===== config.mk =====
export PLATFORM = sky130hd
export DESIGN_NAME = led_state_blinker
export DESIGN_NICKNAME = d
export VERILOG_FILES = /design/src/rtl/led_blink_pkg.sv /design/src/rtl/led_timebase.sv /design/src/rtl/led_mode_fsm.sv /design/src/rtl/led_state_blinker.sv
export SDC_FILE = /design/constraint.sdc
export NUM_CORES = 1
export LEC_CHECK = 0
export BUFFER_PORTS_ARGS = -buffer_cell sky130_fd_sc_hd__buf_2
export CAP_MARGIN = 20
export CORE_MARGIN = 2
export CORE_UTILIZATION = 40
export DETAILED_ROUTE_END_ITERATION = 7
export GPL_TIMING_DRIVEN = 0
export PLACE_DENSITY = 0.71
export SLEW_MARGIN = 10
export SYNTH_ARGS = -nofsm -noshare
export SYNTH_HDL_FRONTEND = slang
export SYNTH_SLANG_ARGS = --single-unit

===== constraint.sdc =====
create_clock -name clk -period 1.45 [get_ports clk]
set_input_delay 0.29 -clock clk [delete_from_list [all_inputs] [get_ports clk]]
set_output_delay 0.29 -clock clk [all_outputs]
set_load 0.05 [all_outputs]

===== src/rtl/led_blink_pkg.sv =====
package led_blink_pkg;

    typedef enum logic [2:0] {
        LM_FLOAT,
        LM_LOW,
        LM_BLINK_FAST,
        LM_BLINK_MID,
        LM_BLINK_SLOW
    } led_mode_e;

    localparam logic [1:0] ST_S0 = 2'b11;
    localparam logic [1:0] ST_S3 = 2'b01;
    localparam logic [1:0] ST_S5 = 2'b00;
    localparam logic [1:0] ST_NONE = 2'b10;

    localparam logic [7:0] PWR_CFG_RST = 8'h9B;
    localparam logic [7:0] SUS_CFG_RST = 8'h98;

    localparam int PHASE_W = 3;

endpackage


===== src/rtl/led_timebase.sv =====
module led_timebase
    import led_blink_pkg::*;
#(
    parameter int HALF_PERIOD_CYCLES = 16_000_000
) (
    input  logic               clk,
    input  logic               rst_n,
    output logic [PHASE_W-1:0] phase
);
    localparam int CW = (HALF_PERIOD_CYCLES > 2) ? $clog2(HALF_PERIOD_CYCLES) : 1;
    localparam logic [CW-1:0] LAST = CW'(HALF_PERIOD_CYCLES - 1);

    logic [CW-1:0] pre_cnt;

    always_ff @(posedge clk or negedge rst_n) begin
        if (!rst_n) begin
            pre_cnt <= '0;
            phase   <= '0;
        end else if (pre_cnt == LAST) begin
            pre_cnt <= '0;
            phase   <= phase + 1'b1;
        end else begin
            pre_cnt <= pre_cnt + 1'b1;
        end
    end

endmodule


===== src/rtl/led_mode_fsm.sv =====
module led_mode_fsm
    import led_blink_pkg::*;
(
    input  logic               clk,
    input  logic               rst_n,
    input  logic [1:0]         state_code,
    input  logic [7:0]         cfg,
    input  logic [1:0]         float_sel,
    input  logic [PHASE_W-1:0] phase,
    input  logic               blink_inv,
    output logic               oe,
    output logic               lvl
);
    led_mode_e mode_q, mode_d;
    logic [4:0] hit;

    // hit[4] float field, hit[3..0] fields [7:6] down to [1:0]
    always_comb begin
        hit[4] = (float_sel == state_code);
        hit[3] = (cfg[7:6] == state_code);
        hit[2] = (cfg[5:4] == state_code);
        hit[1] = (cfg[3:2] == state_code);
        hit[0] = (cfg[1:0] == state_code);
    end

    always_comb begin
        unique casez (hit)
            5'b1????: mode_d = LM_FLOAT;
            5'b01???: mode_d = LM_BLINK_FAST;
            5'b001??: mode_d = LM_BLINK_MID;
            5'b0001?: mode_d = LM_BLINK_SLOW;
            5'b00001: mode_d = LM_LOW;
            5'b00000: mode_d = LM_FLOAT;
            default:  mode_d = LM_FLOAT;
        endcase
    end

    always_ff @(posedge clk or negedge rst_n) begin
        if (!rst_n) mode_q <= LM_FLOAT;
        else        mode_q <= mode_d;
    end

    always_comb begin
        unique case (mode_q)
            LM_FLOAT:      oe = 1'b0;
            LM_LOW:        oe = 1'b1;
            LM_BLINK_FAST: oe = phase[0] ^ blink_inv;
            LM_BLINK_MID:  oe = phase[1] ^ blink_inv;
            LM_BLINK_SLOW: oe = phase[2] ^ blink_inv;
            default:       oe = 1'b0;
        endcase
        lvl = oe ? 1'b0 : 1'b1;
    end

endmodule


===== src/rtl/led_state_blinker.sv =====
module led_state_blinker
    import led_blink_pkg::*;
#(
    parameter int HALF_PERIOD_CYCLES = 16_000_000,
    parameter int NUM_LEDS = 2
) (
    input  logic       clk,
    input  logic       rst_n,
    input  logic [1:0] state_code,
    input  logic [7:0] pwr_cfg,
    input  logic [1:0] pwr_float_sel,
    input  logic [7:0] sus_cfg,
    input  logic [1:0] sus_float_sel,
    input  logic       blink_inv,
    output logic       pwr_oe,
    output logic       pwr_lvl,
    output logic       sus_oe,
    output logic       sus_lvl
);
    logic [PHASE_W-1:0] phase;
    logic [7:0]         cfg_a   [NUM_LEDS];
    logic [1:0]         fsel_a  [NUM_LEDS];
    logic [NUM_LEDS-1:0] oe_a, lvl_a;

    assign cfg_a[0]  = pwr_cfg;
    assign cfg_a[1]  = sus_cfg;
    assign fsel_a[0] = pwr_float_sel;
    assign fsel_a[1] = sus_float_sel;

    led_timebase #(.HALF_PERIOD_CYCLES(HALF_PERIOD_CYCLES)) u_tb (
        .clk   (clk),
        .rst_n (rst_n),
        .phase (phase)
    );

    for (genvar i = 0; i < NUM_LEDS; i++) begin : g_led
        led_mode_fsm u_fsm (
            .clk        (clk),
            .rst_n      (rst_n),
            .state_code (state_code),
            .cfg        (cfg_a[i]),
            .float_sel  (fsel_a[i]),
            .phase      (phase),
            .blink_inv  (blink_inv),
            .oe         (oe_a[i]),
            .lvl        (lvl_a[i])
        );
    end

    assign pwr_oe  = oe_a[0];
    assign pwr_lvl = lvl_a[0];
    assign sus_oe  = oe_a[1];
    assign sus_lvl = lvl_a[1];

endmodule


## Yosys cells after proc, flatten, opt, wreduce, memory -nomap -nowiden

Index checks and enable logic that the tools add are counted.
Widths: inputs -> output; s select.

| cells by class | value |
|---|---|
| reductions and logical operators | 4 |
| equality and inequality tests | 27 |
| bitwise gates (word level) | 3 |
| add/sub/neg operators | 2 |
| mux-type cells | 7 |

Operators with widths:

| cell | count |
|---|---|
| $pmux 3 s5 | 2 |
| $add 24x1->24 const B | 1 |
| $eq 24x24->1 const B | 1 |
| $mux 24 | 1 |
| $eq 2x2->1 | 10 |
| $eq 3x1->1 const B | 4 |
| $eq 3x2->1 const B | 4 |
| $eq 5x1->1 const B | 2 |
| $logic_not 5->1 | 2 |
| $eq 4x1->1 const B | 2 |
| $pmux 1 s4 | 2 |
| $eq 3x3->1 const B | 2 |
| $eq 2x1->1 const B | 2 |
| $reduce_or 2->1 | 2 |
| $add 3x1->3 const B | 1 |
| $xor 1x1->1 | 3 |
| $mux 1 | 2 |

| storage, ports and cells | value |
|---|---|
| output and inout bits | 4 |
| register bits | 33 |
| bits of input ports | 25 |
| logic and storage cells | 47 |

## Longest topological paths before layout

Gate-level depths: netlist of the first run.

| logic depth | value |
|---|---|
| word-level depth | 4 |
| depth in mapped cells | 6 |
| gate-level depth less buffers | 4 |

## Cells and area by module

From an unflattened synthesis of the first run, not the netlist that was laid out.

| second synthesis, totals | value |
|---|---|
| cells, all modules | 198 |
| area, all modules | 1979.4 sq um |

By module, submodules not included:

| module | cells an instance | area an instance (sq um) | seq. area each (sq um) | instances |
|---|---|---|---|---|
| led_timebase | 128 | 1353.8 | 675.6 | 1 |
| led_mode_fsm | 35 | 312.8 | 75.1 | 2 |

## Worst setup path before layout of the first run

Ideal clock, no wire load.

| path | value |
|---|---|
| path type | reg2out |
| start point | reg u_tb.phase[0] |
| end point | out pwr_oe |
| path buffers | 0 |
| stages on the path, launching flop included | 5 |
| data arrival time | 2004 ps |
| setup slack | -844 ps |
| cell sequence | dfrtp_1 -> inv_1 -> o21ai_0 -> mux2_2 -> o31ai_1 |

| on the way | value |
|---|---|
| cells in the longest elaborated chain, start to end | 2 |

Ends and longest elaborated chain:

| item | RTL line | RTL |
|---|---|---|
| from (decl) | led_timebase.sv:8 | `output logic [PHASE_W-1:0] phase` |
| from (signal assigned) | led_timebase.sv:21 | `phase <= phase + 1'b1;` |
| $xor 1x1->1 | led_mode_fsm.sv:47 | `LM_BLINK_FAST: oe = phase[0] ^ blink_inv;` |
| $pmux 1 s4 | led_mode_fsm.sv:44 | `unique case (mode_q)` |
| to (decl) | led_state_blinker.sv:15 | `output logic pwr_oe,` |

No other way between the ends.

## Worst setup path after layout of the first run

| path | value |
|---|---|
| start point | reg u_tb.phase[1] |
| end point | out pwr_lvl |

| on the way | value |
|---|---|
| cells in the longest elaborated chain, start to end | 3 |

Ends and longest elaborated chain:

| item | RTL line | RTL |
|---|---|---|
| $xor 1x1->1 | led_mode_fsm.sv:48 | `LM_BLINK_MID: oe = phase[1] ^ blink_inv;` |
| $pmux 1 s4 | led_mode_fsm.sv:44 |  |
| $mux 1 | led_mode_fsm.sv:52 | `lvl = oe ? 1'b0 : 1'b1;` |
| to (decl) | led_state_blinker.sv:16 | `output logic pwr_lvl,` |

No other way between the ends.

==> results of run 1 <==
## report_power, final
| part | leakage [nW] | switching [mW] | internal [mW] |
|---|---|---|---|
| sequential | 0.431 | 0.0320 | 0.943 |
| clock | 0.0574 | 0.352 | 0.559 |
| combinational | 0.729 | 0.230 | 0.192 |
## cell families (layout without fill, tap and decap cells)
logic type | Yosys count | count (layout) | synth area share
AND/OR/NAND/NOR | 82 | 82 | 0.2415
AO/OA/AOI/OAI | 23 | 23 | 0.07152
multiplexers | 8 | 8 | 0.04396
adder cells (fa/ha/maj) | 2 | 2 | 0.01312
buffers and inverters | 9 | 67 | 0.02230
flip-flops | 33 | 33 | 0.4331
XOR/XNOR | 38 | 38 | 0.1745
## final timing paths
check                                                start                                 end  slack (ps)  depth (start not counted)
worst min register to register   u_tb.phase[2]$_DFFE_PN0N_           u_tb.phase[2]$_DFFE_PN0N_         510                          1
worst max register to register  u_tb.pre_cnt[15]$_DFF_PN0_           u_tb.phase[1]$_DFFE_PN0N_        -210                          4
worst max-delay path             u_tb.phase[1]$_DFFE_PN0N_                             pwr_lvl        -450                          5
worst min-delay path                                 rst_n          u_tb.pre_cnt[14]$_DFF_PN0_          70                          1
min in group clk                                sus_cfg[3]  g_led[1].u_fsm.mode_q[2]$_DFF_PN0_         300                          4
max in group asynchronous                            rst_n           u_tb.phase[0]$_DFFE_PN0N_         850                          1
## what timing repair did
action / in CTS / in global routing
gates cloned: 2 / 0
buffers inserted: 20 / 4
resized for setup: 50 / 19
setup endpoints to repair: 25 / 25
pin swaps: 15 / 10
## flip-flops by register name (all words and copies together), names as in the netlist
register / cells
g_led.u_fsm.mode_q: 6
u_tb.phase: 3
u_tb.pre_cnt: 24
## critical path, cell delays in order, from the launching register on
cell	delay [ps]
sky130_fd_sc_hd__dfrtp_2	450
sky130_fd_sc_hd__nand3_2	100
sky130_fd_sc_hd__o21ai_2	50
sky130_fd_sc_hd__mux2_4	280
sky130_fd_sc_hd__o31a_4	280
sky130_fd_sc_hd__buf_8	150
## layout make-up
| class | instances | share of cell area |
|---|---|---|
| Clock inverter | 2 | 0.01370 |
| Sequential cell | 33 | 0.3046 |
| Multi-Input combinational cell | 153 | 0.4721 |
| Timing Repair Buffer | 51 | 0.1315 |
| Clock buffer | 6 | 0.03014 |
| Inverter | 3 | 0.004110 |
| Tap cell | 54 | 0.02466 |
| Buffer | 5 | 0.01918 |
## metrics by stage
step,total power [mW],utilization,TNS [ps],cells
global route,2.396,0.5879,-5302,307
global placement,1.345,0.4711,-2191,275
floorplan,1.255,-,-428.0,195
detailed placement,1.349,0.4711,-2688,275
CTS,2.317,0.5670,-3197,304
finish,2.307,0.5879,-3940,307
## per-layer routing
layer,vias up,global-route usage,share of wire
li1,809,-,-
met1,805,0.2063,0.42
met2,39,0.3093,0.52
met3,8,0.03867,0.042
met4,0,0.09671,0.021
met5,-,0,0
## synth_stat cells
library cell | number | share of area
sky130_fd_sc_hd__o31ai_1 | 3 | 0.012
sky130_fd_sc_hd__a21oi_2 | 1 | 0.0046
sky130_fd_sc_hd__mux2_2 | 3 | 0.018
sky130_fd_sc_hd__nor2b_1 | 1 | 0.0033
sky130_fd_sc_hd__o31a_1 | 2 | 0.0092
sky130_fd_sc_hd__inv_1 | 3 | 0.0059
sky130_fd_sc_hd__xor2_1 | 12 | 0.055
sky130_fd_sc_hd__ha_1 | 2 | 0.013
sky130_fd_sc_hd__buf_2 | 3 | 0.0079
sky130_fd_sc_hd__dfrtp_1 | 33 | 0.43
sky130_fd_sc_hd__o21ai_0 | 6 | 0.016
sky130_fd_sc_hd__a21oi_1 | 9 | 0.024
sky130_fd_sc_hd__and3_1 | 5 | 0.016
sky130_fd_sc_hd__xnor2_1 | 26 | 0.12
sky130_fd_sc_hd__nor3_1 | 3 | 0.0079
sky130_fd_sc_hd__or3_1 | 1 | 0.0033
sky130_fd_sc_hd__nor2_1 | 13 | 0.026
sky130_fd_sc_hd__nand4b_1 | 2 | 0.0092
sky130_fd_sc_hd__nand2_2 | 1 | 0.0033
sky130_fd_sc_hd__and2_1 | 3 | 0.0098
sky130_fd_sc_hd__o22ai_1 | 2 | 0.0066
sky130_fd_sc_hd__and4_1 | 3 | 0.014
sky130_fd_sc_hd__or4_4 | 1 | 0.0059
sky130_fd_sc_hd__buf_4 | 1 | 0.0039
sky130_fd_sc_hd__nand4_2 | 2 | 0.013
sky130_fd_sc_hd__clkbuf_2 | 1 | 0.0026
sky130_fd_sc_hd__nor3_2 | 1 | 0.0052
sky130_fd_sc_hd__nand3_1 | 20 | 0.052
sky130_fd_sc_hd__nand2_1 | 13 | 0.026
sky130_fd_sc_hd__clkbuf_1 | 1 | 0.0020
sky130_fd_sc_hd__nor3b_1 | 2 | 0.0079
sky130_fd_sc_hd__mux2i_1 | 5 | 0.026
sky130_fd_sc_hd__and4_4 | 1 | 0.0059
sky130_fd_sc_hd__nor4_1 | 3 | 0.0098
sky130_fd_sc_hd__nand4_1 | 7 | 0.023
==> reports/qor_table.md, run 1 <==
| Parameter | Reported |
|---|---|
| Unrepaired setup endpoints after global routing | true |
| Failing checks | setup timing |
| Wire length of the first global-routing pass | 7362 µm |
| Cells after synthesis | 195 |
| Initial antenna violation count | 0 |
| Distinct cell type count of the synthesized netlist | 35 |
| Area of the placeable core | 0.004661 mm² |
| Initial Util | 0.4091 |
| Number of buffers inserted by hold repair at cts | 0 |
| Via-to-Cell Ratio | 5.410 |
| Share of layout cells above drive strength 1 | 0.4585 |
| Fin worst setup slack | -448.7 ps |
| Net Count, Synth | 222 |
| Type of destination of the critical path | primary output |
| Vias in the first global route | 1649 |
| Half-perimeter wire length of the detailed placement result | 2642 µm |
| Nets | 279 |
| Critical path launch point type | register |
| Total of buffers placed on input and output ports | 26 |
| Number of buffers on the longest clock path | 2 |
| Vertical extent of the die | 73.05 µm |
| Clock transition at the registers of the reported paths | 80 ps |
| Fillers | 367 |
| Width of the die | 73.05 µm |
| Number of H-tree levels | 2 |
| Worst Clk Skew | 11.56 ps |
| Sum of routed wire length over all layers | 4451 µm |
| Area of the multi-input gates | 0.001294 mm² |
| Mean instance size in the synthesized netlist | 9.779 µm² |
| Detailed-router iteration count before antenna repair | 4 |
| Max-slew violation count | 0 |
| Clock tree from TritonCTS | yes |
| Area growth, synth to finish | 43.70% |
| Worst-case setup slack after placement | -270.2 ps |
| Summed instance area of the synthesized netlist | 0.001907 mm² |
| Number of hold violations in the final report | 0 |
| Diodes inserted | 0 |
| Leftover overflow at the end of global routing | 0 |
| Type of the worst setup path | reg -> out |
| Max transition margin | 0.4957 |
| Worst Max-Slew Pin Slew | 756.4 ps |
| Clock Root Buffer | sky130_fd_sc_hd__clkbuf_8 |
| Die area | 0.005336 mm² |
| Min Tclk post-route | 1899 ps |
| Design Area, Final | 0.002740 mm² |
| Largest net degree at the start of global routing | 34 |
| Global routing usage summed across all routing layers | 0.1796 |
| Outcome | complete, but fails checks |
| Period Utilization, post-route | 1.309 |
| Initial DRC Count | 87 |
| Seq. cell area | 834.6 µm² |
| Via Count | 1661 |
| Synth warn | 0 |
| CP required | 1160 ps |
| Site Rows | 25 |
| Class of the most critical hold timing path | in -> async |
| Commonest cells after routing, fill and taps aside | sky130_fd_sc_hd__dfrtp_1, sky130_fd_sc_hd__xnor2_1, sky130_fd_sc_hd__buf_2 |
| Routed Antenna Nets | 0 |
| Arrival time at the worst endpoint | 1610 ps |
| # Max-Cap Violations | 0 |
| # setup viols final | 22 |
| Post-Route Hold Slack | 65.11 ps |
| Ports | 29 |
| Part of the Yosys area used for sequential elements | 0.4331 |
| Most frequent standard cell in the layout excluding fill and tap cells | sky130_fd_sc_hd__dfrtp_1 |
| Leakage power | 1.217 nW |
| CP Max Fanout | 5 |
| Power density over the cells | 841.9 mW/mm² |
| Seq cells post-synth | 33 |
| Number of remaining DRC errors | 0 |
| Latest clock arrival within the worst-skew pair | 290 ps |
| Number of buffers inserted during clock tree synthesis | 5 |
| Maximum VDD drop | 409.3 µV |
| Max Clk Rate | 0.5267 GHz |
| GP Congestion | 0.7968 |
| Count of clock tree sinks | 33 |
| Cell area after placement | 0.002196 mm² |
| DR WL/cell | 14.50 µm |
Note: power is estimated with default switching activity, not from simulation.
==> inputs of run 2 (changes only) <==
- PLACE_DENSITY: 0.71 -> 0.69
- clock period: 1.45 -> 1.9 ns (I/O delays scaled with it)
==> run 2 against run 1 <==
The run still ends with setup timing left. Final area shrank 15%. Via count is 10% lower. Highest routed layer unchanged. Largest cell class unchanged. Critical path depth did not move. Clock skew decreased by 6.1 ps. Non-clock buffer count decreased by 21. Die area unchanged. Clock power is 14% lower. Wire length fell by 23%. Worst hold slack improved by 78 ps. Global-route usage down 3.0 points. Largest power group is now the clock network. Setup slack gained 390 ps.
==> reports/qor_table.md, run 2 (synthesis gave the netlist of run 1 again) <==
| Parameter | Reported |
|---|---|
| Outcome | complete, but fails checks |
| Failing checks | setup timing |
| Number of buffers inserted during clock tree synthesis | 5 |
| Clock group share of total power | 0.429 |
| # Max-Cap Violations | 0 |
| Number of H-tree levels | 2 |
| Layout Cells excl Fill | 286 |
| Count of clock tree sinks | 33 |
| Leakage power | 1.029 nW |
| Worst setup path start | g_led[0].u_fsm.mode_q[0]$_DFF_PN0_ |
| Regs by FF count | u_tb.pre_cnt x24, g_led.u_fsm.mode_q x6, u_tb.phase x3 |
| DR WL/cell | 11.97 µm |
| Number of flip-flops in the largest register | 24 |
| Period Utilization, post-route | 1.033 |
| Most frequent standard cell in the layout excluding fill and tap cells | sky130_fd_sc_hd__dfrtp_1 |
| Dominant delay contributor by cell family on the critical path | flip-flops |
| Clock transition at the registers of the reported paths | 70 ps |
| Pwr Total | 1.820 mW |
| Design Area, Final | 0.002338 mm² |
| Sum of buffers and inverters on the critical path | 1 |
| Seq pwr share | 0.407 |
| Number of remaining DRC errors | 0 |
| Worst setup slack for register-to-register paths | 230 ps |
| Worst reg-to-reg path cell count | 4 |
| Fin worst setup slack | -61.91 ps |
| Fin util | 0.5017 |
| Cell area after placement | 0.002132 mm² |
| Total of buffers placed on input and output ports | 26 |
| Max Clk Rate | 0.5097 GHz |
| Net Sw Power | 0.4490 mW |
| Routed Antenna Nets | 0 |
| Internal Power | 1.371 mW |
| Min Tclk post-route | 1962 ps |
| Unrepaired setup endpoints after global routing | true |
| Diodes inserted | 0 |
| CP Max Fanout | 5 |
| Initial antenna violation count | 0 |
| Via Count | 1495 |
| Half-perimeter wire length of the detailed placement result | 2498 µm |
| Fillers | 430 |
| Stages on worst setup path | 5 |
| Global routing usage summed across all routing layers | 0.1495 |
| Type of destination of the critical path | primary output |
| Detailed-router iteration count before antenna repair | 4 |
| Cells along the critical path | nand2_2 -> o22ai_1 -> mux2_4 -> o31ai_4 -> buf_6 |
| # setup viols final | 4 |
| Capturing element of the worst setup path | pwr_oe |
| Share of layout cells above drive strength 1 | 0.2586 |
| Inst Count DP | 275 |
| Via-to-Cell Ratio | 5.227 |
| Register containing the most flip-flops in the final layout | u_tb.pre_cnt |
| Initial DRC Count | 97 |
| Die area | 0.005336 mm² |
| Sum of routed wire length over all layers | 3423 µm |
| Reg-to-reg endpoint | u_tb.phase[1]$_DFFE_PN0N_ |
| Commonest cells after routing, fill and taps aside | sky130_fd_sc_hd__dfrtp_1, sky130_fd_sc_hd__xnor2_1, sky130_fd_sc_hd__buf_2 |
| Latest clock arrival within the worst-skew pair | 290 ps |
| Logic gate share of total power | 0.165 |
| Vertical extent of the die | 73.05 µm |
| Critical path launch point type | register |
| Number of hold violations in the final report | 0 |
| Type of the worst setup path | reg -> out |
| Number of buffers inserted by hold repair at cts | 0 |
| Max-slew violation count | 0 |
| Nets | 258 |
| Critical R2R Launch | u_tb.pre_cnt[6]$_DFF_PN0_ |
| Largest net degree at the start of global routing | 34 |
| CP peak stage delay | 450 ps |
| Number of buffers on the longest clock path | 2 |
| Arrival time at the worst endpoint | 1580 ps |
| Class of the most critical hold timing path | in -> async |
| Site Rows | 25 |
| Vias in the first global route | 1441 |
| Crit path max-delay cell type | sky130_fd_sc_hd__dfrtp_2 |
| Power density over the cells | 778.4 mW/mm² |
| Initial Util | 0.4091 |
| Width of the die | 73.05 µm |
| GP Congestion | 0.7776 |
| Maximum VDD drop | 312.8 µV |
| Area of the placeable core | 0.004661 mm² |
| Wire length of the first global-routing pass | 6216 µm |
| Ports | 29 |
| Leftover overflow at the end of global routing | 0 |
| Clock tree from TritonCTS | yes |
| Switching fraction of total power | 0.2467 |
| Clock Root Buffer | sky130_fd_sc_hd__clkbuf_8 |
| Area growth, synth to finish | 22.64% |
| CP required | 1520 ps |
| Worst Clk Skew | 5.499 ps |
| Worst Max-Slew Pin Slew | 717.0 ps |
| Max transition margin | 0.5220 |
-- run 2: cell count changes in the layout (fill, tap and decap cells not counted), moves of 5 or more --
cell,before,now
sky130_fd_sc_hd__nor2_1,4,13
sky130_fd_sc_hd__nor2_4,6,0
sky130_fd_sc_hd__a21oi_1,4,9
sky130_fd_sc_hd__dfrtp_1,26,31
sky130_fd_sc_hd__dfrtp_2,7,2
sky130_fd_sc_hd__buf_4,23,3
-- run 2: repair_timing --
action / in CTS / in global routing
resized for setup: 13 / 6
pin swaps: 1 / 5
setup endpoints to repair: 4 / 4
buffers inserted: 1 / 2
endpoints found under the hold margin: 0 / 0
-- run 2: how the worst min path moves through the flow --
stage / slack, ps / end / start
final: 140 / u_tb.pre_cnt[11]$_DFF_PN0_ / rst_n
after global routing: 210 / u_tb.phase[1]$_DFFE_PN0N_ / rst_n
after CTS: 160 / u_tb.pre_cnt[23]$_DFF_PN0_ / rst_n
after detailed placement: 480 / u_tb.pre_cnt[11]$_DFF_PN0_ / rst_n
after global placement: 480 / u_tb.pre_cnt[6]$_DFF_PN0_ / rst_n
after floorplan: 80 / g_led[0].u_fsm.mode_q[0]$_DFF_PN0_ / rst_n
-- run 2: final cells by class --
class,instances,area [µm²],share of cell area
Buffer,6,31.28,0.01338
Clock inverter,3,65.06,0.02782
Multi-Input combinational cell,153,1085,0.4639
Timing Repair Buffer,29,181.4,0.07758
Sequential cell,33,828.3,0.3542
Inverter,3,11.26,0.004815
Tap cell,54,67.56,0.02889
Clock buffer,5,68.82,0.02943
-- run 2: power by group through the flow --
stage | registers (mW) | logic, mW | clock network, mW
after floorplan | 0.747 | 0.193 | 0
after global placement | 0.749 | 0.261 | 0
after detailed placement | 0.749 | 0.263 | 0
after CTS | 0.736 | 0.295 | 0.813
after global routing | 0.743 | 0.327 | 0.833
final | 0.740 | 0.299 | 0.781
-- run 2: metal layers --
| layer | vias to the layer above | wire length, µm | GRT usage | part of all wire |
|---|---|---|---|---|
| met5 | - | 0 | 0 | 0 |
| met2 | 34 | 1613 | 0.2372 | 0.47 |
| met1 | 690 | 1543 | 0.1852 | 0.45 |
| met4 | 0 | 78 | 0.07407 | 0.023 |
| li1 | 764 | - | - | - |
| met3 | 7 | 186 | 0.04282 | 0.054 |
-- run 2: per-stage QoR --
step / setup WS, ps / setup TNS [ps] / hold WS (ps)
floorplan: 193.6 / 0 / 84.41
global placement: 178.5 / 0 / 476.7
detailed placement: 171.3 / 0 / 480.4
CTS: -58.63 / -151.6 / 163.5
global route: -124.6 / -439.5 / 205.3
finish: -61.91 / -147.0 / 143.3
==> inputs of run 3 (changes only) <==
- ABC_AREA: default -> 1
- GPL_TIMING_DRIVEN: 0 -> default
- PLACE_DENSITY: 0.69 -> 0.68
==> run 3 against run 2 <==
The flow now finishes without violations. Clock skew rose by 0.55 ps. Setup slack gained 92 ps. Register-to-register slack improved by 120 ps. Cell count is 44% higher. Power fell by 12%. Final area rose by 11%. Fmax grew 4.9%. Clock power down 26%. Via count is 31% higher. Critical path type unchanged. Largest power group is now registers. Highest routed layer unchanged.
==> reports/qor_table.md, run 3 <==
| Parameter | Reported |
|---|---|
| Number of flip-flops in the largest register | 24 |
| Area share of the largest cell type after synthesis | 0.3700 |
| Stages on worst setup path | 4 |
| Power density over the cells | 618.2 mW/mm² |
| Vertical extent of the die | 78.70 µm |
| Synth warn | 0 |
| Most used DFF post-synth | sky130_fd_sc_hd__dfrtp_1 |
| Post-Route Hold Slack | 131.2 ps |
| Pwr Total | 1.599 mW |
| Initial DRC Count | 129 |
| Initial antenna violation count | 0 |
| Number of buffers on the longest clock path | 2 |
| Period Utilization, post-route | 0.9844 |
| Worst Clk Skew | 6.054 ps |
| Largest net degree at the start of global routing | 34 |
| Number of hold violations in the final report | 0 |
| Inst Count DP | 404 |
| Cell types with the highest counts after synthesis | sky130_fd_sc_hd__nand2_1, sky130_fd_sc_hd__nor2_1, sky130_fd_sc_hd__inv_1, sky130_fd_sc_hd__dfrtp_1, sky130_fd_sc_hd__nand3_1 |
| Layout Cells excl Fill | 412 |
| Number of H-tree levels | 2 |
| Share of layout cells above drive strength 1 | 0.1941 |
| Worst setup path start | u_tb.phase[1]$_DFFE_PN0N_ |
| Half-perimeter wire length of the detailed placement result | 3579 µm |
| Total of buffers placed on input and output ports | 28 |
| Worst reg-to-reg path cell count | 8 |
| Reg-to-reg endpoint | u_tb.pre_cnt[9]$_DFF_PN0_ |
| Leftover overflow at the end of global routing | 0 |
| Min Tclk post-route | 1870 ps |
| Leading cell type by number of instances after synthesis | sky130_fd_sc_hd__nand2_1 |
| GP Congestion | 0.8649 |
| Register containing the most flip-flops in the final layout | u_tb.pre_cnt |
| Cells along the critical path | xnor2_2 -> or2_2 -> nand4_1 -> buf_6 |
| Count of clock tree sinks | 33 |
| Clock Root Buffer | sky130_fd_sc_hd__clkbuf_8 |
| Clock tree from TritonCTS | yes |
| Critical R2R Launch | u_tb.pre_cnt[0]$_DFF_PN0_ |
| GR met3 Demand/Resource | 0.03636 |
| Net Count, Synth | 333 |
| Site Rows | 27 |
| Detailed-router iteration count before antenna repair | 4 |
| CP required | 1520 ps |
| CP peak stage delay | 440 ps |
| Met1 track demand over resource | 0.2165 |
| Via-to-Cell Ratio | 4.760 |
| Dominant delay contributor by cell family on the critical path | flip-flops |
| Summed instance area of the synthesized netlist | 0.002232 mm² |
| Worst-case setup slack after placement | 168.7 ps |
| Fin worst setup slack | 29.70 ps |
| # setup viols final | 0 |
| Mean instance size in the synthesized netlist | 7.295 µm² |
| Nets | 366 |
| Worst Max-Slew Pin Slew | 697.6 ps |
| Max Clk Rate | 0.5347 GHz |
| Sum of negative setup slack | 0 ps |
| Outcome | finished clean |
| Vias in the first global route | 1874 |
| Worst setup slack for register-to-register paths | 350 ps |
| Number of buffers inserted during clock tree synthesis | 5 |
| Arrival time at the worst endpoint | 1490 ps |
| Die area | 0.006194 mm² |
| Area growth, synth to finish | 15.86% |
| Sum of routed wire length over all layers | 4502 µm |
| Async set or reset register ratio after synthesis | 1.000 |
| Distinct cell type count of the synthesized netlist | 26 |
| Diodes inserted | 0 |
| CP Max Fanout | 3 |
| Yosys top cell by area | sky130_fd_sc_hd__dfrtp_1 |
| Leakage power | 1.279 nW |
| # Max-Cap Violations | 0 |
| Class of the most critical hold timing path | in -> async |
| Critical path launch point type | register |
| Regs by FF count | u_tb.pre_cnt x24, g_led.u_fsm.mode_q x6, u_tb.phase x3 |
| Width of the die | 78.70 µm |
| Wire length of the first global-routing pass | 8017 µm |
| Number of enable flip-flop cells after synthesis | 0 |
| Maximum VDD drop | 206.9 µV |
| Part of the Yosys area used for sequential elements | 0.3700 |
| Crit path max-delay cell type | sky130_fd_sc_hd__dfrtp_2 |
| Number of buffers inserted by hold repair at cts | 0 |
| Area of the placeable core | 0.005439 mm² |
| Clock transition at the registers of the reported paths | 70 ps |
| GRT Max-Usage Layer | met2 |
| Fillers | 562 |
| Capturing element of the worst setup path | pwr_oe |
| DR WL/cell | 10.93 µm |
| Cells after synthesis | 306 |
| Routed Antenna Nets | 0 |
| Global routing usage summed across all routing layers | 0.1633 |
| Global routing met2 resource utilization | 0.2564 |
| Most frequent standard cell in the layout excluding fill and tap cells | sky130_fd_sc_hd__nand2_1 |
| Type of destination of the critical path | primary output |
| Cells taking the most area after synthesis | sky130_fd_sc_hd__dfrtp_1, sky130_fd_sc_hd__nand2_1, sky130_fd_sc_hd__nor2_1 |
| Max-slew violation count | 0 |
| Unrepaired setup endpoints after global routing | true |
| Seq cells post-synth | 33 |
| Sum of buffers and inverters on the critical path | 1 |
| Commonest cells after routing, fill and taps aside | sky130_fd_sc_hd__nand2_1, sky130_fd_sc_hd__nor2_1, sky130_fd_sc_hd__inv_1 |
| Number of remaining DRC errors | 0 |
| Type of the worst setup path | reg -> out |
| Initial Util | 0.4104 |
| Max transition margin | 0.5349 |
| Via Count | 1961 |
| Latest clock arrival within the worst-skew pair | 290 ps |
| Ports | 29 |
[run 3: worst min-delay path by stage]
| stage | startpoint | endpoint | slack, ps | depth (start not counted) |
|---|---|---|---|---|
| after detailed placement | rst_n | u_tb.pre_cnt[1]$_DFF_PN0_ | 480 | 1 |
| after floorplan | rst_n | g_led[0].u_fsm.mode_q[0]$_DFF_PN0_ | 80 | 0 |
| after global placement | rst_n | u_tb.pre_cnt[1]$_DFF_PN0_ | 480 | 1 |
| after global routing | rst_n | u_tb.pre_cnt[17]$_DFF_PN0_ | 190 | 1 |
| final | rst_n | u_tb.pre_cnt[0]$_DFF_PN0_ | 130 | 1 |
| after CTS | rst_n | u_tb.pre_cnt[1]$_DFF_PN0_ | 160 | 1 |
[run 3: worst reg2reg max path, stage by stage, from the launching register on]
cell and delay (ps):
sky130_fd_sc_hd__dfrtp_1 420, sky130_fd_sc_hd__ha_1 240, sky130_fd_sc_hd__nand2_2 90, sky130_fd_sc_hd__nor2_4 130, sky130_fd_sc_hd__nand2_2 110, sky130_fd_sc_hd__nor2_2 200
sky130_fd_sc_hd__nand2_1 120, sky130_fd_sc_hd__clkinv_2 90, sky130_fd_sc_hd__nor2_1 40
[run 3: per-stage QoR]
step / util / instance area (µm²)
after floorplan: - / 2237
after global placement: 0.4495 / 2445
after detailed placement: 0.4495 / 2445
after CTS: 0.4700 / 2556
after global routing: 0.4755 / 2586
final: 0.4755 / 2586
[run 3: what timing repair did]
action | CTS | global route
endpoints found under the setup margin | 2 | 4
pin swaps | 0 | 1
buffers inserted | 0 | 0
gates cloned | 0 | 0
gates resized for setup | 4 | 8
[run 3: logic make-up after synthesis]
family                     count (synthesis)  share of synthesized area
adders and majority gates                  2                    0.01121
AOI/OAI and AO/OA                          7                    0.01793
xor gates and xnor gates                  29                     0.1138
buffers and inverters                     46                    0.08464
and+or+nand+nor                          189                     0.4025
DFF                                       33                     0.3700
[run 3: layout make-up]
type,instances,area (µm²),area share
clock buffer,7,96.34,0.03725
sequential,33,827.0,0.3198
tap,72,90.09,0.03483
inverter,44,171.4,0.06628
clock inverter,1,5.005,0.001935
multi-input combinational,227,1227,0.4746
timing repair buffer,28,168.9,0.06531
[run 3: layer usage]
metal | wire, µm | up-vias
li1 | - | 1018
met3 | 233 | 7
met1 | 2100 | 892
met2 | 2097 | 44
met5 | 0 | -
met4 | 70 | 0
[run 3: power breakdown]
group / switching, mW / internal (mW)
clock network: 0.253 / 0.327
registers: 0.0122 / 0.719
logic: 0.174 / 0.114
